`src/rtl/sysEventPkg.sv`:
```
package sysEventPkg;

  // Number of sticky event flags held in the register
  localparam int FLAG_CNT = 4;

  // Position of each event inside the flag field (bit order is behaviour)
  localparam int IDX_CONFLICT = 0;
  localparam int IDX_PROTECT  = 1;
  localparam int IDX_WDOG     = 2;
  localparam int IDX_IRQ      = 3;

  // Strobes the control half hands to the storage half every clock
  typedef struct packed {
    logic [FLAG_CNT-1:0] setMask;     // hardware events recognised this clock
    logic [FLAG_CNT-1:0] clrMask;     // software write-one-to-clear bits
    logic                enLoad;      // enable bit is being written
    logic                enValue;     // value written to the enable bit
    logic                raiseBusErr; // bus error due next clock
  } ctrlStrobes_t;

endpackage

```
`src/rtl/sysEventCtrl.sv`:
```
module sysEventCtrl
  import sysEventPkg::*;
#(
  parameter int NUM_CS   = 4,
  parameter int BYTE_CNT = 4,
  parameter int STAT_LANE = 3,
  parameter int EN_LANE  = 1
) (
  input  logic                irqPendingIn,
  input  logic                wdogTimeoutIn,
  input  logic                busCycleIn,
  input  logic                busWriteIn,
  input  logic [NUM_CS-1:0]   csActiveIn,
  input  logic [NUM_CS-1:0]   csReadOnlyIn,
  input  logic                regSel,
  input  logic                regWrEn,
  input  logic [BYTE_CNT-1:0] regByteEn,
  input  logic [FLAG_CNT-1:0] clrBits,
  input  logic                enBit,
  input  logic                wpvEnable,
  output ctrlStrobes_t        strobes
);

  localparam int CNT_W = $clog2(NUM_CS + 1);

  logic [CNT_W-1:0] csCount;
  logic             decodeConflict;
  logic             protectViolation;
  logic             regWrite;

  // Population count of the chip-select lines asserting this cycle
  always_comb begin
    csCount = '0;
    for (int i = 0; i < NUM_CS; i++) begin
      csCount = csCount + CNT_W'(csActiveIn[i]);
    end
  end

  assign decodeConflict   = busCycleIn && (csCount >= CNT_W'(2));
  assign protectViolation = busCycleIn && busWriteIn &&
                            (|(csActiveIn & csReadOnlyIn));
  assign regWrite         = regSel && regWrEn;

  always_comb begin
    strobes = '0;
    strobes.setMask[IDX_IRQ]      = irqPendingIn;
    strobes.setMask[IDX_WDOG]     = wdogTimeoutIn;
    strobes.setMask[IDX_PROTECT]  = protectViolation;
    strobes.setMask[IDX_CONFLICT] = decodeConflict;
    if (regWrite && regByteEn[STAT_LANE]) begin
      strobes.clrMask = clrBits;
    end
    strobes.enLoad      = regWrite && regByteEn[EN_LANE];
    strobes.enValue     = enBit;
    strobes.raiseBusErr = wdogTimeoutIn || (protectViolation && wpvEnable);
  end

endmodule

```
`src/rtl/sysEventDatapath.sv`:
```
module sysEventDatapath
  import sysEventPkg::*;
#(
  parameter int DATA_W   = 32,
  parameter int STAT_LSB = 24,
  parameter int EN_BIT   = 8
) (
  input  logic                clk,
  input  logic                rstN,
  input  ctrlStrobes_t        strobes,
  input  logic                regSel,
  output logic [DATA_W-1:0]   regRdData,
  output logic [FLAG_CNT-1:0] statusFlags,
  output logic                wpvEnable,
  output logic                busErrOut
);

  logic [FLAG_CNT-1:0] flagsQ;
  logic                enQ;
  logic                berrQ;
  logic [DATA_W-1:0]   wordView;

  // Set beats clear: an event in the same clock as its clear survives
  always_ff @(posedge clk or negedge rstN) begin
    if (!rstN) begin
      flagsQ <= '0;
      enQ    <= 1'b0;
      berrQ  <= 1'b0;
    end else begin
      flagsQ <= (flagsQ & ~strobes.clrMask) | strobes.setMask;
      if (strobes.enLoad) begin
        enQ <= strobes.enValue;
      end
      berrQ <= strobes.raiseBusErr;
    end
  end

  always_comb begin
    wordView = '0;
    wordView[STAT_LSB +: FLAG_CNT] = flagsQ;
    wordView[EN_BIT] = enQ;
  end

  assign regRdData   = regSel ? wordView : '0;
  assign statusFlags = flagsQ;
  assign wpvEnable   = enQ;
  assign busErrOut   = berrQ;

endmodule

```
`src/rtl/sysEventReg.sv`:
```
module sysEventReg
  import sysEventPkg::*;
#(
  parameter int DATA_W   = 32,
  parameter int NUM_CS   = 4,
  parameter int STAT_LSB = 24,
  parameter int EN_BIT   = 8
) (
  input  logic                 clk,
  input  logic                 rstN,
  input  logic                 irqPendingIn,
  input  logic                 wdogTimeoutIn,
  input  logic                 busCycleIn,
  input  logic                 busWriteIn,
  input  logic [NUM_CS-1:0]    csActiveIn,
  input  logic [NUM_CS-1:0]    csReadOnlyIn,
  input  logic                 regSel,
  input  logic                 regWrEn,
  input  logic [DATA_W/8-1:0]  regByteEn,
  input  logic [DATA_W-1:0]    regWrData,
  output logic [DATA_W-1:0]    regRdData,
  output logic                 busErrOut
);

  localparam int BYTE_CNT  = DATA_W / 8;
  localparam int STAT_LANE = STAT_LSB / 8;
  localparam int EN_LANE   = EN_BIT / 8;

  ctrlStrobes_t        strobes;
  logic [FLAG_CNT-1:0] statusFlags;
  logic                wpvEnable;
  logic                unusedWrBits;

  // Write data outside the implemented fields has no destination
  assign unusedWrBits = ^regWrData;

  sysEventCtrl #(
    .NUM_CS   (NUM_CS),
    .BYTE_CNT (BYTE_CNT),
    .STAT_LANE(STAT_LANE),
    .EN_LANE  (EN_LANE)
  ) i_ctrl (
    .irqPendingIn (irqPendingIn),
    .wdogTimeoutIn(wdogTimeoutIn),
    .busCycleIn   (busCycleIn),
    .busWriteIn   (busWriteIn),
    .csActiveIn   (csActiveIn),
    .csReadOnlyIn (csReadOnlyIn),
    .regSel       (regSel),
    .regWrEn      (regWrEn),
    .regByteEn    (regByteEn),
    .clrBits      (regWrData[STAT_LSB +: FLAG_CNT]),
    .enBit        (regWrData[EN_BIT]),
    .wpvEnable    (wpvEnable),
    .strobes      (strobes)
  );

  sysEventDatapath #(
    .DATA_W  (DATA_W),
    .STAT_LSB(STAT_LSB),
    .EN_BIT  (EN_BIT)
  ) i_dp (
    .clk        (clk),
    .rstN       (rstN),
    .strobes    (strobes),
    .regSel     (regSel),
    .regRdData  (regRdData),
    .statusFlags(statusFlags),
    .wpvEnable  (wpvEnable),
    .busErrOut  (busErrOut)
  );

endmodule

```
`config.mk`:
```
export PLATFORM = sky130hd
export DESIGN_NAME = sysEventReg
export DESIGN_NICKNAME = d
export VERILOG_FILES = /design/src/rtl/sysEventPkg.sv /design/src/rtl/sysEventCtrl.sv /design/src/rtl/sysEventDatapath.sv /design/src/rtl/sysEventReg.sv
export SDC_FILE = /design/constraint.sdc
export NUM_CORES = 1
export LEC_CHECK = 0
export BUFFER_PORTS_ARGS = -buffer_cell sky130_fd_sc_hd__buf_2
export CORE_MARGIN = 2
export CORE_UTILIZATION = 28
export DETAILED_ROUTE_END_ITERATION = 7
export PLACE_DENSITY = 0.91
export SLEW_MARGIN = 20
export SYNTH_ARGS = -nofsm -noshare
export SYNTH_HDL_FRONTEND = slang
export SYNTH_SLANG_ARGS = --single-unit
```
`constraint.sdc`:
```
create_clock -name clk -period 1 [get_ports clk]
set_clock_uncertainty 0.15 [all_clocks]
set_input_delay 0.15 -clock clk [delete_from_list [all_inputs] [get_ports clk]]
set_output_delay 0.15 -clock clk [all_outputs]
set_load 0.02 [all_outputs]
```
* Yosys cells after proc, flatten, opt, wreduce, memory -nomap -nowiden
Index checks and enable logic that the tools add are counted.
** Word-level totals
- Register bits :: 6
- Output and inout port bits :: 33
** Cells by class
- $add $sub $neg :: 3
- Order comparisons :: 1
- Mux-type cells :: 2
- Bitwise gates (word level) :: 4
- Reduce and logical (&&, ||, !) cells :: 9
** Operator list (count)
- two-way mux 28 bit :: 1
- bitwise AND 4 bit :: 2
- logical AND 1 bit :: 7
- adder 3 x 1 -> 3 bit :: 2
- two-way mux 4 bit :: 1
- inverter 4 bit :: 1
- OR 4 bit :: 1
- OR reduction 4 bit :: 1
- >= comparator 3 x 2 -> 1 bit (second input constant) :: 1
- adder 1 x 1 -> 2 bit :: 1
- logical OR 1 bit :: 1

* Logic depth before layout (Yosys ltp)
Gate-level depths: netlist (run 1).
- Word-level depth :: 6
- Mapped depth :: 4
- Gate-level depth less buffers :: 4

* Modules after synthesis
A second synthesis (run 1) with hierarchy kept.
** Unflattened totals
- Cell total of the unflattened synthesis :: 67
- Area, all modules :: 608.1 µm²
** Modules (own cells, without submodules)
- sysEventDatapath :: times used 1, cells an instance 48, area each 447.9 µm², sequential area each 150.1 µm²
- sysEventCtrl :: times used 1, cells an instance 19, area each 160.2 µm², sequential area each 0.0 µm²

* Worst setup path before layout (run 1)
OpenSTA, ideal clock, no wires.
- Kind :: input-to-reg
- Start point :: input csActiveIn[0]
- End point :: register i_dp.flagsQ[0], in the netlist i_dp.statusFlags[0]
- Setup time :: 0.121 ns
- Arrival time :: 1.175 ns
- Setup slack :: -0.446 ns
- Stages on the path :: 4
- Path through :: ha_1 ha_1 a211o_1 a22o_1
** Between the ends
- Longest elaborated chain between the ends :: 6
** RTL lines
- from (decl) :: line sysEventReg.sv:15 : input logic [NUM_CS-1:0] csActiveIn,
- adder 1 x 1 -> 2 bit :: line sysEventCtrl.sv:35 : csCount = csCount + CNT_W'(csActiveIn[i]);
- adder 3 x 1 -> 3 bit (2 in a row) :: line sysEventCtrl.sv:35
- >= comparator 3 x 2 -> 1 bit :: line sysEventCtrl.sv:39 : assign decodeConflict = busCycleIn && (csCount >= CNT_W'(2));
- logical AND 1 bit :: line sysEventCtrl.sv:39
- OR 4 bit :: line sysEventDatapath.sv:30 : flagsQ <= (flagsQ & ~strobes.clrMask) | strobes.setMask;
- to (signal assigned) :: line sysEventDatapath.sv:30
- to (decl) :: line sysEventDatapath.sv:18 : logic [FLAG_CNT-1:0] flagsQ;
No other way between the ends.
A chain may end at the register's enable or synchronous reset.

* Worst setup path in the final report (run 1)
- Start point :: register i_dp.flagsQ[0], in the netlist i_dp.statusFlags[0]
- End point :: output regRdData[24]
** Between the ends
- Longest elaborated chain between the ends :: 1
** RTL lines
- two-way mux 28 bit :: line sysEventDatapath.sv:44 : assign regRdData = regSel ? wordView : '0;
- to (decl) :: line sysEventReg.sv:21 : output logic [DATA_W-1:0] regRdData,
No other way between the ends.

==> summary.txt, run 1 <==
Initial antenna violation count -> 0
Number of diodes -> 0
Synthesis-to-layout area growth -> 49.5%
Outcome -> complete, but fails checks
Core ar. -> 0.00176 mm²
Antenna Violating Nets Remaining -> 0
Clock Path Buffers -> 2
Clock transition at path regs -> 0.05 ns
PD cells -> 1120 mW/mm²
Cell family with most CP delay -> flip-flops
Clock net sink count -> 6
Worst hold margin -> -0.00393 ns
Max-cap viol count -> 0
First-pass GRT wire length -> 1.73 mm
Total GRT Usage -> 12.0%
Top-area cell type share of the netlist area -> 38.0%
Initial detailed-routing violation count -> 4
FMAX -> 823 MHz
CTS buffer count -> 3
Port Buffers -> 28
Number of vias per cell -> 3.76
Final WS setup -> -0.215 ns
Avg Inst Size Synth -> 9.19 µm²
DRC -> 0
Crit-path max cell delay -> 0.38 ns
Largest cells by area after synthesis -> buf_4 (38%), dfrtp_1 (28%), and2_2 (7.0%)
Clk_lat worst skew -> 0.25 ns
Crit-path cells -> and2_4 > buf_6
Distinct cells, synth -> 14
Max FO, Critical Path -> 2
Worst R2R Path Depth -> 2
Yosys warnings -> 0
Most frequent cells in the layout -> conb_1 (27), buf_2 (20), buf_6 (8), dfrtp_1 (6), buf_4 (6)
Total die area -> 0.00227 mm²
Total grt overflow -> 0
Post-DP HPWL -> 916 µm
WP data required -> 0.70 ns
Worst EP arrival -> 0.92 ns
Static Leak -> 0.429 nW
Period utilization -> 122%
Setup TNS -> -1.25 ns
Row cnt -> 15
Mapped Cells -> 58
Crit path depth -> 2
Die span in y -> 47.6 µm
CTS tree -> built
Layout Nets -> 154
Drt total wl -> 1.30 mm
Synth area leader -> buf_4
WL/cell -> 10.5 µm
Vias in the first global route -> 428
Die width -> 47.6 µm
Routability congestion estimate -> 0.632
H-tree depth -> 1
Hold Crit Depth -> 2
CP Class -> reg -> out
Crit. End Element -> primary output
Ports -> 85
Commonest non-fill, non-tap cell in the layout -> conb_1
Unrepaired setup endpoints after global routing -> yes
Mapped Area -> 533 µm²
Min Clock Period, post-route -> 1.22 ns
Number of hold violations in the final report -> 1
Initial Util -> 30.2%
Pin count of the biggest net entering global routing -> 8
FILL cells -> 176
Startpoint Class -> flop
HP Class -> in -> reg
Worst VDD drop -> 0.469 mV
Pins Over Slew Limit -> 0
Bufs and invs on worst path -> 1
Total Power -> 893 µW
Slowest cell on crit path -> dfrtp_1
Post-synthesis sequential area ratio -> 28.2%
Root Driver -> clkbuf_4
DRT Pass-1 Iters -> 2
Violated checks -> negative hold slack, negative setup slack
Synthesized flop and latch total -> 6
Layout cells sized above 1 -> 48.0%
Vias after detailed routing -> 463
Setup violators final -> 9
[what timing repair did]
action,4_1_cts,5_1_grt
hold buffers,3,0
setup buffers,6,1
endpoints found under the hold margin,9,0
endpoints found under the setup margin,7,8
gates resized for setup,22,2
pin swaps,2,0
[state kept, by name, summed over array words and instances (netlist names)]
signal            cells
i_dp.busErrOut        1
i_dp.wpvEnable        1
i_dp.statusFlags      4
[logic make-up (layout without fill, tap and decap cells)]
group,after synthesis,after routing,share of synthesized area [%]
and+or+nand+nor,12,12,13.6
adders and majority gates,2,2,4.69
other,1,27,0.704
muxes,1,1,2.11
AOI/OAI and AO/OA,9,9,12.7
DFF,6,6,28.2
buffers and inverters,27,41,38.0
[final cells by class]
type,count,area (µm²),share of cell area [%]
clock buffer,3,22.5,2.83
multi-input combinational,51,313,39.2
sequential,6,150,18.8
tap,25,31.3,3.92
timing repair buffer,38,280,35.2
[cell usage after synthesis]
cell,instances
a211o_1,1
a21o_1,4
a21oi_1,1
a22o_1,1
a22oi_1,2
and2_2,5
and3_4,1
buf_4,27
conb_1,1
dfrtp_1,6
ha_1,2
mux2_2,1
nand2_1,5
nand3_1,1
[final timing paths]
kind | startpoint | to | slack (ns)
max | i_dp.statusFlags[0] | regRdData[24] | -0.22
max in group asynchronous | rstN | i_dp.wpvEnable | 0.42
min | regWrData[8] | i_dp.wpvEnable | -0.004
min in group asynchronous | rstN | i_dp.statusFlags[0] | 0.13
max reg2reg | i_dp.wpvEnable | i_dp.wpvEnable | -0.02
min reg2reg | i_dp.statusFlags[2] | i_dp.statusFlags[2] | 0.41
[stage by stage]
stage	setup WS, ns	cell area [µm²]	instances	utilization (%)
after CTS	-0.199	782	122	44.3
after global placement	-0.440	624	110	35.4
after detailed placement	-0.468	624	110	35.4
after global routing	-0.226	797	123	45.2
final	-0.215	797	123	45.2
after floorplan	-0.298	656	84	-
[where the power goes]
group	internal [mW]	switching (mW)
logic	0.187	0.200
registers	0.268	0.0135
clock network	0.136	0.0890
[per-layer routing]
layer / global-route usage (%) / part of all wire, % / vias to the layer above / wire length, µm
met5: 0 / 0 / - / 0
met4: 4.86 / 1.7 / 0 / 22
met3: 6.79 / 12 / 4 / 160
met2: 25.7 / 58 / 35 / 749
met1: 7.73 / 28 / 202 / 363
li1: - / - / 222 / -
(Power assumes the default switching activity.)
==> run 2: changes to the inputs <==
--- a/config.mk
+++ b/config.mk
@@ -9,6 +9,7 @@
 export CORE_MARGIN = 2
 export CORE_UTILIZATION = 28
 export DETAILED_ROUTE_END_ITERATION = 7
+export HOLD_SLACK_MARGIN = 0.08
 export PLACE_DENSITY = 0.91
 export SLEW_MARGIN = 20
 export SYNTH_ARGS = -nofsm -noshare
==> summary.txt, run 2 (synthesized netlist as in run 1, its figures left out) <==
Outcome -> complete, but fails checks
Violated checks -> negative hold slack, negative setup slack
Min Clock Period, post-route -> 1.22 ns (+0.000138 ns)
Die width -> 47.6 µm (unchanged)
CTS buffer count -> 3 (unchanged)
Initial antenna violation count -> 0 (unchanged)
Crit-path max cell delay -> 0.38 ns (about the same)
Clock transition at path regs -> 0.05 ns (about the same)
Slowest cell on crit path -> dfrtp_1
Synthesis-to-layout area growth -> 50.9%
Pin count of the biggest net entering global routing -> 8 (unchanged)
Clock Path Buffers -> 2 (unchanged)
Root Driver -> clkbuf_4
Worst hold margin -> -0.00297 ns (+0.000952 ns)
Number of flip-flops in the largest register -> 4 (unchanged)
CTS tree -> built
Post-route non-filler standard cell count -> 123 (unchanged)
Post-DP HPWL -> 916 µm (unchanged)
Crit-path cells -> and2_4 > buf_6
Row cnt -> 15 (unchanged)
Total grt overflow -> 0 (unchanged)
Initial detailed-routing violation count -> 2 (-2)
Top sig layer -> met4
HP Class -> in -> reg
CP Class -> reg -> out
Met2 WL -> 746 µm (-0.40%)
Final Core Density -> 45.6% (+0.43 points)
Total GRT Usage -> 11.7% (-0.31 points)
Clk_lat worst skew -> 0.25 ns (about the same)
Worst EP arrival -> 0.92 ns (about the same)
Worst VDD drop -> 0.470 mV (+0.14%)
Number of hold violations in the final report -> 1 (unchanged)
Hold-fix buffer count after cts -> 5 (+2)
Vias in the first global route -> 421 (-1.6%)
Most frequent cells in the layout -> conb_1 (27), buf_2 (19), buf_6 (8), dfrtp_1 (6)
Crit. End Element -> primary output
Max FO, Critical Path -> 2 (unchanged)
Clock net sink count -> 6 (unchanged)
H-tree depth -> 1 (unchanged)
Total die area -> 0.00227 mm² (unchanged)
FMAX -> 823 MHz (about the same)
PD cells -> 1110 mW/mm² (-0.76%)
Startpoint Class -> flop
Number of vias per cell -> 3.74 (-0.65%)
Die span in y -> 47.6 µm (unchanged)
Setup violators final -> 8 (-1)
Drt total wl -> 1.30 mm (+0.46%)
DRT Pass-1 Iters -> 2 (unchanged)
Static Leak -> 0.429 nW (about the same)
Vias after detailed routing -> 460 (-0.65%)
Antenna Violating Nets Remaining -> 0 (unchanged)
Initial Util -> 30.2% (unchanged)
Pins Over Slew Limit -> 0 (unchanged)
WL/cell -> 10.6 µm (+0.46%)
Layout Nets -> 154 (unchanged)
Cells after DPL -> 110 (unchanged)
Core ar. -> 0.00176 mm² (unchanged)
Total Power -> 894 µW (+0.17%)
DRC -> 0 (unchanged)
Layout cells sized above 1 -> 45.9% (-2.0 points)
Cell area after layout -> 805 µm² (+0.94%)
Routability congestion estimate -> 0.632 (unchanged)
Setup TNS -> -1.24 ns (+0.0117 ns)
Max-cap viol count -> 0 (unchanged)
Unrepaired setup endpoints after global routing -> yes
First-pass GRT wire length -> 1.68 mm (-2.4%)
Placed cell areas -> 624 µm² (unchanged)
WP data required -> 0.70 ns (about the same)
Period utilization -> 122% (about the same)
Met1 wire length -> 367 µm (+1.1%)
Final WS setup -> -0.216 ns (-0.000138 ns)
Commonest non-fill, non-tap cell in the layout -> conb_1
Pre-CTS setup slack -> -0.468 ns (unchanged)
Ports -> 85 (unchanged)
Port Buffers -> 28 (unchanged)
DR WL met3 -> 166 µm (+3.8%)
Number of diodes -> 0 (unchanged)
## run 2: cell count changes in the layout (fill, tap and decap cells not counted)
cell,before,now
dlygate4sd3_1,3,5
buf_2,20,19
buf_4,6,5
## run 2: worst paths after layout
check / from / end / slack (ns) / depth (start not counted)
max: i_dp.statusFlags[0] / regRdData[24] / -0.22 / 2
min: regWrData[8] / i_dp.wpvEnable / -0.003 / 2
min reg2reg: i_dp.statusFlags[1] / i_dp.statusFlags[1] / 0.42 / 2
max reg2reg: i_dp.wpvEnable / i_dp.wpvEnable / -0.02 / 2
min in group asynchronous: rstN / i_dp.statusFlags[0] / 0.13 / 2
max in group asynchronous: rstN / i_dp.wpvEnable / 0.42 / 2
## run 2: report_power, final
group          switching (mW)  internal, mW
combinational           0.199         0.189
sequential             0.0135         0.268
clock                  0.0892         0.136
total                   0.302         0.593
## run 2: metal layers
| layer | up-vias | track usage, % |
|---|---|---|
| li1 | 221 | - |
| met1 | 200 | 7.27 |
| met2 | 35 | 25.1 |
| met3 | 4 | 6.79 |
| met4 | 0 | 4.86 |
| met5 | - | 0 |
## run 2: final cells by class
type | instances | area (µm²)
Fill cell | 178 | 960
Multi-Input combinational cell | 51 | 313
Clock buffer | 3 | 22.5
Timing Repair Buffer | 38 | 288
Sequential cell | 6 | 150
Tap cell | 25 | 31.3
## run 2: worst max-delay path: cells and delay by family (launching register included)
family,cells,cell delay [ns]
flip-flops,1,0.38
AND/OR/NAND/NOR,1,0.16
buffers and inverters,1,0.12
## run 2: repair_timing
| item | CTS | global route |
|---|---|---|
| buffers inserted | 6 | 1 |
| endpoints found under the setup margin | 7 | 10 |
| gates cloned | 0 | 0 |
| endpoints found under the hold margin | 12 | 3 |
| resized for setup | 22 | 2 |
| pin swaps | 2 | 2 |
